===== src/rtl/pc_trk_pkg.sv =====
package pc_trk_pkg;
  parameter int ADDR_W  = 32;
  parameter int NSTAGE  = 3;

  typedef logic [ADDR_W-1:0] addr_t;

  typedef struct packed {
    addr_t addr;
    logic  valid;
  } stage_t;
endpackage


===== src/rtl/pc_fetch_ctr.sv =====
module pc_fetch_ctr
  import pc_trk_pkg::*;
#(
  parameter addr_t VEC_ADDR   = 32'h0000_0008,
  parameter int    STEP_BYTES = 4
) (
  input  logic  clk,
  input  logic  rst_n,
  input  logic  adv_en,
  input  logic  svc_redir,
  input  logic  br_redir,
  input  addr_t br_tgt,
  output addr_t fpc_q
);
  localparam addr_t STEP = addr_t'(STEP_BYTES);

  addr_t fpc_d;

  always_comb begin
    fpc_d = fpc_q;
    if (svc_redir)      fpc_d = VEC_ADDR;
    else if (br_redir)  fpc_d = {br_tgt[ADDR_W-1:2], 2'b00};
    else if (adv_en)    fpc_d = fpc_q + STEP;
  end

  always_ff @(posedge clk or negedge rst_n) begin
    if (!rst_n) fpc_q <= '0;
    else        fpc_q <= fpc_d;
  end
endmodule


===== src/rtl/pc_stage_reg.sv =====
module pc_stage_reg
  import pc_trk_pkg::*;
(
  input  logic   clk,
  input  logic   rst_n,
  input  logic   en,
  input  logic   kill,
  input  stage_t d_in,
  output stage_t q
);
  stage_t nxt;

  always_comb begin
    nxt = q;
    if (en) begin
      nxt.addr  = d_in.addr;
      nxt.valid = d_in.valid & ~kill;
    end
  end

  always_ff @(posedge clk or negedge rst_n) begin
    if (!rst_n) q <= '0;
    else        q <= nxt;
  end
endmodule


===== src/rtl/pc_arch_view.sv =====
module pc_arch_view
  import pc_trk_pkg::*;
#(
  parameter int STEP_BYTES = 4
) (
  input  addr_t exe_addr,
  output addr_t opnd_pc,
  output addr_t link_addr
);
  localparam addr_t OPND_AHEAD = addr_t'(2 * STEP_BYTES);
  localparam addr_t LINK_AHEAD = addr_t'(STEP_BYTES);

  assign opnd_pc   = exe_addr + OPND_AHEAD;
  assign link_addr = exe_addr + LINK_AHEAD;
endmodule


===== src/rtl/pc_tracker.sv =====
module pc_tracker
  import pc_trk_pkg::*;
#(
  parameter logic [31:0] VEC_ADDR   = 32'h0000_0008,
  parameter int          STEP_BYTES = 4
) (
  input  logic              clk,
  input  logic              rst_n,
  input  logic              stall_i,
  input  logic              svc_i,
  input  logic              br_take_i,
  input  logic [31:0]       br_target_i,
  output logic [31:0]       fetch_addr_o,
  output logic [31:0]       opnd_pc_o,
  output logic [31:0]       link_addr_o,
  output logic              link_we_o,
  output logic [NSTAGE-1:0] stage_vld_o
);
  localparam int EXE = NSTAGE - 1;

  stage_t chain [NSTAGE+1];
  addr_t  fpc;
  logic   adv_en, exe_live, svc_fire, br_fire, flush;

  assign adv_en   = ~stall_i;
  assign exe_live = chain[NSTAGE].valid & ~stall_i;
  assign svc_fire = exe_live & svc_i;
  assign br_fire  = exe_live & br_take_i & ~svc_i;
  assign flush    = svc_fire | br_fire;

  pc_fetch_ctr #(
    .VEC_ADDR   (addr_t'(VEC_ADDR)),
    .STEP_BYTES (STEP_BYTES)
  ) u_fetch (
    .clk       (clk),
    .rst_n     (rst_n),
    .adv_en    (adv_en),
    .svc_redir (svc_fire),
    .br_redir  (br_fire),
    .br_tgt    (br_target_i),
    .fpc_q     (fpc)
  );

  assign chain[0].addr  = fpc;
  assign chain[0].valid = 1'b1;

  for (genvar s = 0; s < NSTAGE; s++) begin : g_stage
    pc_stage_reg u_stg (
      .clk   (clk),
      .rst_n (rst_n),
      .en    (adv_en),
      .kill  (flush),
      .d_in  (chain[s]),
      .q     (chain[s+1])
    );
    assign stage_vld_o[s] = chain[s+1].valid;
  end

  pc_arch_view #(
    .STEP_BYTES (STEP_BYTES)
  ) u_view (
    .exe_addr  (chain[EXE+1].addr),
    .opnd_pc   (opnd_pc_o),
    .link_addr (link_addr_o)
  );

  assign fetch_addr_o = fpc;
  assign link_we_o    = svc_fire;
endmodule


===== config.mk =====
export PLATFORM = sky130hd
export DESIGN_NAME = pc_tracker
export DESIGN_NICKNAME = d
export VERILOG_FILES = /design/src/rtl/pc_trk_pkg.sv /design/src/rtl/pc_fetch_ctr.sv /design/src/rtl/pc_stage_reg.sv /design/src/rtl/pc_arch_view.sv /design/src/rtl/pc_tracker.sv
export SDC_FILE = /design/constraint.sdc
export NUM_CORES = 1
export LEC_CHECK = 0
export BUFFER_PORTS_ARGS = -buffer_cell sky130_fd_sc_hd__buf_2
export CAP_MARGIN = 20
export CORE_MARGIN = 10
export CORE_UTILIZATION = 30
export DETAILED_ROUTE_END_ITERATION = 10
export GPL_TIMING_DRIVEN = 0
export PLACE_DENSITY = 0.59
export SLEW_MARGIN = 20
export SYNTH_ARGS = -nofsm -noshare
export SYNTH_HDL_FRONTEND = slang
export SYNTH_HIERARCHICAL = 1
export SYNTH_SLANG_ARGS = --single-unit

===== constraint.sdc =====
create_clock -name clk -period 2.9 [get_ports clk]
set_input_delay 0.58 -clock clk [delete_from_list [all_inputs] [get_ports clk]]
set_output_delay 0.58 -clock clk [all_outputs]
set_load 0.005 [all_outputs]

After elaboration in Yosys (flattened, before gate mapping)
Cells that the tools add are included.
{"block": "totals", "inputBits": 37, "reg_bits": 131, "out_inout_bits": 100, "word_cells": 24}
{"block": "op_classes", "n_eq_ne": 1, "muxes": 3, "bitwise_logic": 10, "add_sub_neg": 3}
{"cell": "two-way mux 32 bit", "n": 3}
{"cell": "adder 32 x 3 -> 32 bit (second input constant)", "n": 2}
{"cell": "adder 32 x 4 -> 32 bit (second input constant)", "n": 1}
{"cell": "bitwise AND 1 bit", "n": 6}
{"cell": "inequality test 3 x 1 -> 1 bit (second input constant)", "n": 1}
{"cell": "NOT 1 bit", "n": 3}
{"cell": "bitwise OR 1 bit", "n": 1}

Logic depth before layout (Yosys ltp)
{"block": "depth", "depth_word": 7, "mapped_depth": 7, "depth_no_buf": 6}

Hierarchy
The synthesis kept the hierarchy.
{"mod": "pc_stage_reg", "cells_each": 72, "n_inst": 3, "area_per_inst_um2": 1378.8, "seq_area_each_um2": 825.8}
{"mod": "pc_fetch_ctr", "cells_each": 237, "n_inst": 1, "area_per_inst_um2": 2037.0, "seq_area_each_um2": 750.7}
{"mod": "pc_arch_view", "cells_each": 165, "n_inst": 1, "area_per_inst_um2": 1097.3, "seq_area_each_um2": 0.0}
{"mod": "pc_tracker", "cells_each": 5, "n_inst": 1, "area_per_inst_um2": 37.5, "seq_area_each_um2": 0.0}

Worst setup path before layout
Ideal clock, no wire load.
{"block": "synth_path", "path_type": "register -> output", "startpoint": "reg g_stage[2].u_stg/q[5] (netlist bit)", "endpoint": "out opnd_pc_o[29]", "path_slack_ns": 0.691, "arrival_time_ns": 1.629, "n_path_buf": 0, "stages_incl_launch_ff": 6, "cell_sequence": "dfrtp_1 ha_1 nand3_4 nor4_4 nand3_1 xnor2_1"}
{"block": "synth_via", "elab_chain_cells": 1}
{"item": "from (decl)", "line": "pc_stage_reg.sv:9", "source": "output stage_t q"}
{"item": "from (signal assigned)", "line": "pc_stage_reg.sv:23", "source": "else q <= nxt;"}
{"item": "adder 32 x 4 -> 32 bit", "line": "pc_arch_view.sv:13", "source": "assign opnd_pc = exe_addr + OPND_AHEAD;"}
{"item": "to (decl)", "line": "pc_tracker.sv:14", "source": "output logic [31:0] opnd_pc_o,"}
Every way passes these cells.

Worst setup path in the final report
{"block": "layout_path", "startpoint": "reg g_stage[2].u_stg/q[10] (netlist bit)", "endpoint": "out link_addr_o[29]"}
{"block": "layout_via", "elab_chain_cells": 1}
{"item": "adder 32 x 3 -> 32 bit", "line": "pc_arch_view.sv:14", "source": "assign link_addr = exe_addr + LINK_AHEAD;"}
{"item": "to (decl)", "line": "pc_tracker.sv:15", "source": "output logic [31:0] link_addr_o,"}
Every way passes these cells.

==> results by group <==
Place
  – DP HPWL: approximately 15 mm
  – Post-DP Area: 8420 µm²
  – GP Congestion: around 0.83
  – PortBufs: 132
  – DP Cell Count: 1081

Synthesis
  – Ys flop type: dfrtp_1
  – Syn Area/Cell: between 10 and 15 µm²
  – Yosys synthesis warning count: 6
  – Synthesized instance count: 623
  – Flip-flop and latch count after synthesis: between 100 and 150
  – Count of different cell masters after synthesis: 58
  – Sequential fraction of the synthesis area: 44.2%
  – Async S/R FF share, synth: 100%
  – Number of flops mapped to enable cells by yosys: 0
  – Post-Syn Area: between 7000 and 8000 µm²

Setup path
  – Worst path bufs/invs: 2
  – Startpoint types: register
  – Reg2reg start: u_fetch/fpc_q[7]
  – Arr. time, crit path: 2160 ps
  – Crit path from: g_stage[2].u_stg/q[10]
  – Max stage delay on crit path: 400 ps
  – Max FO, Critical Path: 8
  – Crit path max-delay family: simple AND/OR/NAND/NOR gates
  – Crit path cell chain: buf_2, nand4_1, nor2_2, nand4_1, xnor2_1, buf_2
  – Worst Path Required: 2320 ps
  – Worst Setup End Kind: output port
  – Crit-path slowest cell: nor2_2
  – Worst setup path category: register to output port

Timing
  – Final setup viols: 0
  – Worst Skew: between 8 and 9 ps
  – Final Max Slew Viols: 0
  – Final Cycle Share: around 94%
  – Total negative slack: 0 ps
  – RSZ-0062 raised after global routing: false
  – Worst Hold Slack: 74.2 ps
  – FMAX: 366 MHz
  – Min Tclk post-route: 2740 ps
  – Worst-margin pin slew: 992 ps
  – Fin. Hold Viols: 0
  – Slew HR: about a third

Clock network
  – CTS Buf Count: 17
  – Skew-Pair Late Insertion Delay: 420 ps
  – CTS tree: done
  – CTS sink cnt: about 130
  – Clock tree buffer depth: 2
  – Clk slew on worst S/H paths: around 60 ps
  – Root Buffer: clkbuf_16
  – H-Tree Depth: 4
  – # hold bufs at CTS: 0

Route
  – Post-Route WL: 19.5 mm
  – DR DRC count: 0
  – First DRT Iteration DRCs: roughly 390
  – Wire per inst: 17.4 µm
  – Drt pass-1 iters: 5
  – Vias: 5271
  – Vias per inst: 4.70
  – DRT antenna net count: 0

GRT
  – GRT busiest layer: met2
  – Total gr overflow: 0
  – Met1 Usage GRT: 16.9%
  – Grt met2 use: 18.2%
  – Number of global-route vias before repair: 5240
  – GRT Overall Usage: 12.5%
  – Routing usage on met3: roughly 4.1%
  – Largest net degree at the start of global routing: 82
  – Antenna violations before repair: 0
  – First-pass GRT wire length: a little over 30 mm

Floorplan
  – Row cnt: 57
  – Die area: 31000 µm²
  – Chip height: 176 µm
  – Starting Density: 30.2%
  – IO Pins: roughly 140
  – Die width: 176 µm
  – Core Area: 24200 µm²

Layout
  – Layout cells sized above 1: 39.8%
  – Syn-to-layout area delta: 25.9%
  – Utilization after layout: 38.0%
  – N_diodes: 0
  – Cell area after layout: between 9000 and 10000 µm²
  – Final net count: 824
  – Final Instance Count excl. Fillers: roughly 1100
  – FILL cells: 2351

Flow run
  – MaxCap Viol Count: 0

Power
  – Pwr dens: between 800 and 900 nW/µm²
  – Leakage Power: 4.18 nW
  – Peak VDD IR: 0.000487 V

Worst hold path
  – Worst hold-check path type: input pin to async pin

Outcome
  – Status: finished clean
final timing paths:
path,to,cells past startpoint,slack (ps)
min in group clk,u_fetch/fpc_q[3],3,390
max,link_addr_o[29],6,160
min,u_fetch/fpc_q[3],1,70
max in group asynchronous,g_stage[2].u_stg/q[3],2,2110
min reg2reg,g_stage[2].u_stg/q[16],1,510
max reg2reg,u_fetch/fpc_q[26],6,500
synthesized netlist by cell type, types with 8 or more instances:
cell,count,area (µm²)
xor2_1,18,158
nor3_1,13,65.1
buf_4,8,60.1
or4_1,8,60.1
mux2_4,84,1260
dfrtp_1,129,3230
nand4_1,29,181
xnor2_1,48,420
a211oi_1,8,60.1
clkbuf_1,15,56.3
mux2_2,12,135
nand3_1,28,140
inv_1,13,48.8
and4_1,8,70.1
a311oi_1,11,96.3
nor2_1,40,150
nand2_1,43,161
buf_12,9,180
power breakdown:
| part | leakage (nW) | internal, W | switching [W] |
|---|---|---|---|
| Sequential | 1.60 | 0.00245 | 0.000843 |
| Combinational | 2.26 | 0.00153 | 0.00107 |
| Clock | 0.313 | 0.00155 | 0.000789 |
sequential cells by signal (all words and copies together), names as in the netlist:
register	count
g_stage.u_stg/q	99
u_fetch/fpc_q	30
cells by family after synthesis:
group                      synth area share, %
muxes                                     19.4
AOI/OAI and AO/OA                         5.55
other                                    0.103
DFF                                       44.2
buffers and inverters                     5.82
and+or+nand+nor                           16.6
xor gates and xnor gates                  7.91
adders and majority gates                0.514
cells in the final DEF, fill, tap and decap left out, drive strengths merged, types with 11 or more instances in the layout:
master	n
nor2	42
clkbuf	35
nand2	43
xor2	18
buf	169
dfrtp	129
nand3	32
a311oi	11
nor3	13
mux2	96
xnor2	48
nand4	30
inv	13
layer usage:
layer,vias to the layer above,routed length (µm)
li1,2592,-
met1,2480,9390
met2,178,8480
met3,21,1350
met4,0,274
met5,-,0
final cells by class:
| cell class | instances | area, µm² | area share (%) |
|---|---|---|---|
| plain buffers | 45 | 377 | 4.09 |
| clock buffers | 19 | 443 | 4.82 |
| clock inverters | 13 | 210 | 2.29 |
| inverters | 13 | 48.8 | 0.530 |
| multi-input cells | 438 | 3730 | 40.6 |
| flip-flops and latches | 129 | 3230 | 35.1 |
| well taps | 324 | 405 | 4.41 |
| repair buffers | 140 | 751 | 8.16 |
metrics by stage:
step | worst slack, ps | power (W)
after floorplan | 691 | 0.00474
after global placement | -474 | 0.00587
after detailed placement | 26.1 | 0.00595
after CTS | 4.80 | 0.00832
after global routing | 1.33 | 0.00877
final | 164 | 0.00823
repair_timing:
| action | 4_1_cts | 5_1_grt |
|---|---|---|
| pin swaps | 2 | 4 |
| buffers inserted | 3 | 4 |
| gates cloned | 0 | 1 |
| endpoints found under the setup margin | 26 | 23 |
| resized for setup | 5 | 8 |
Note: power is estimated with default switching activity, not from simulation.
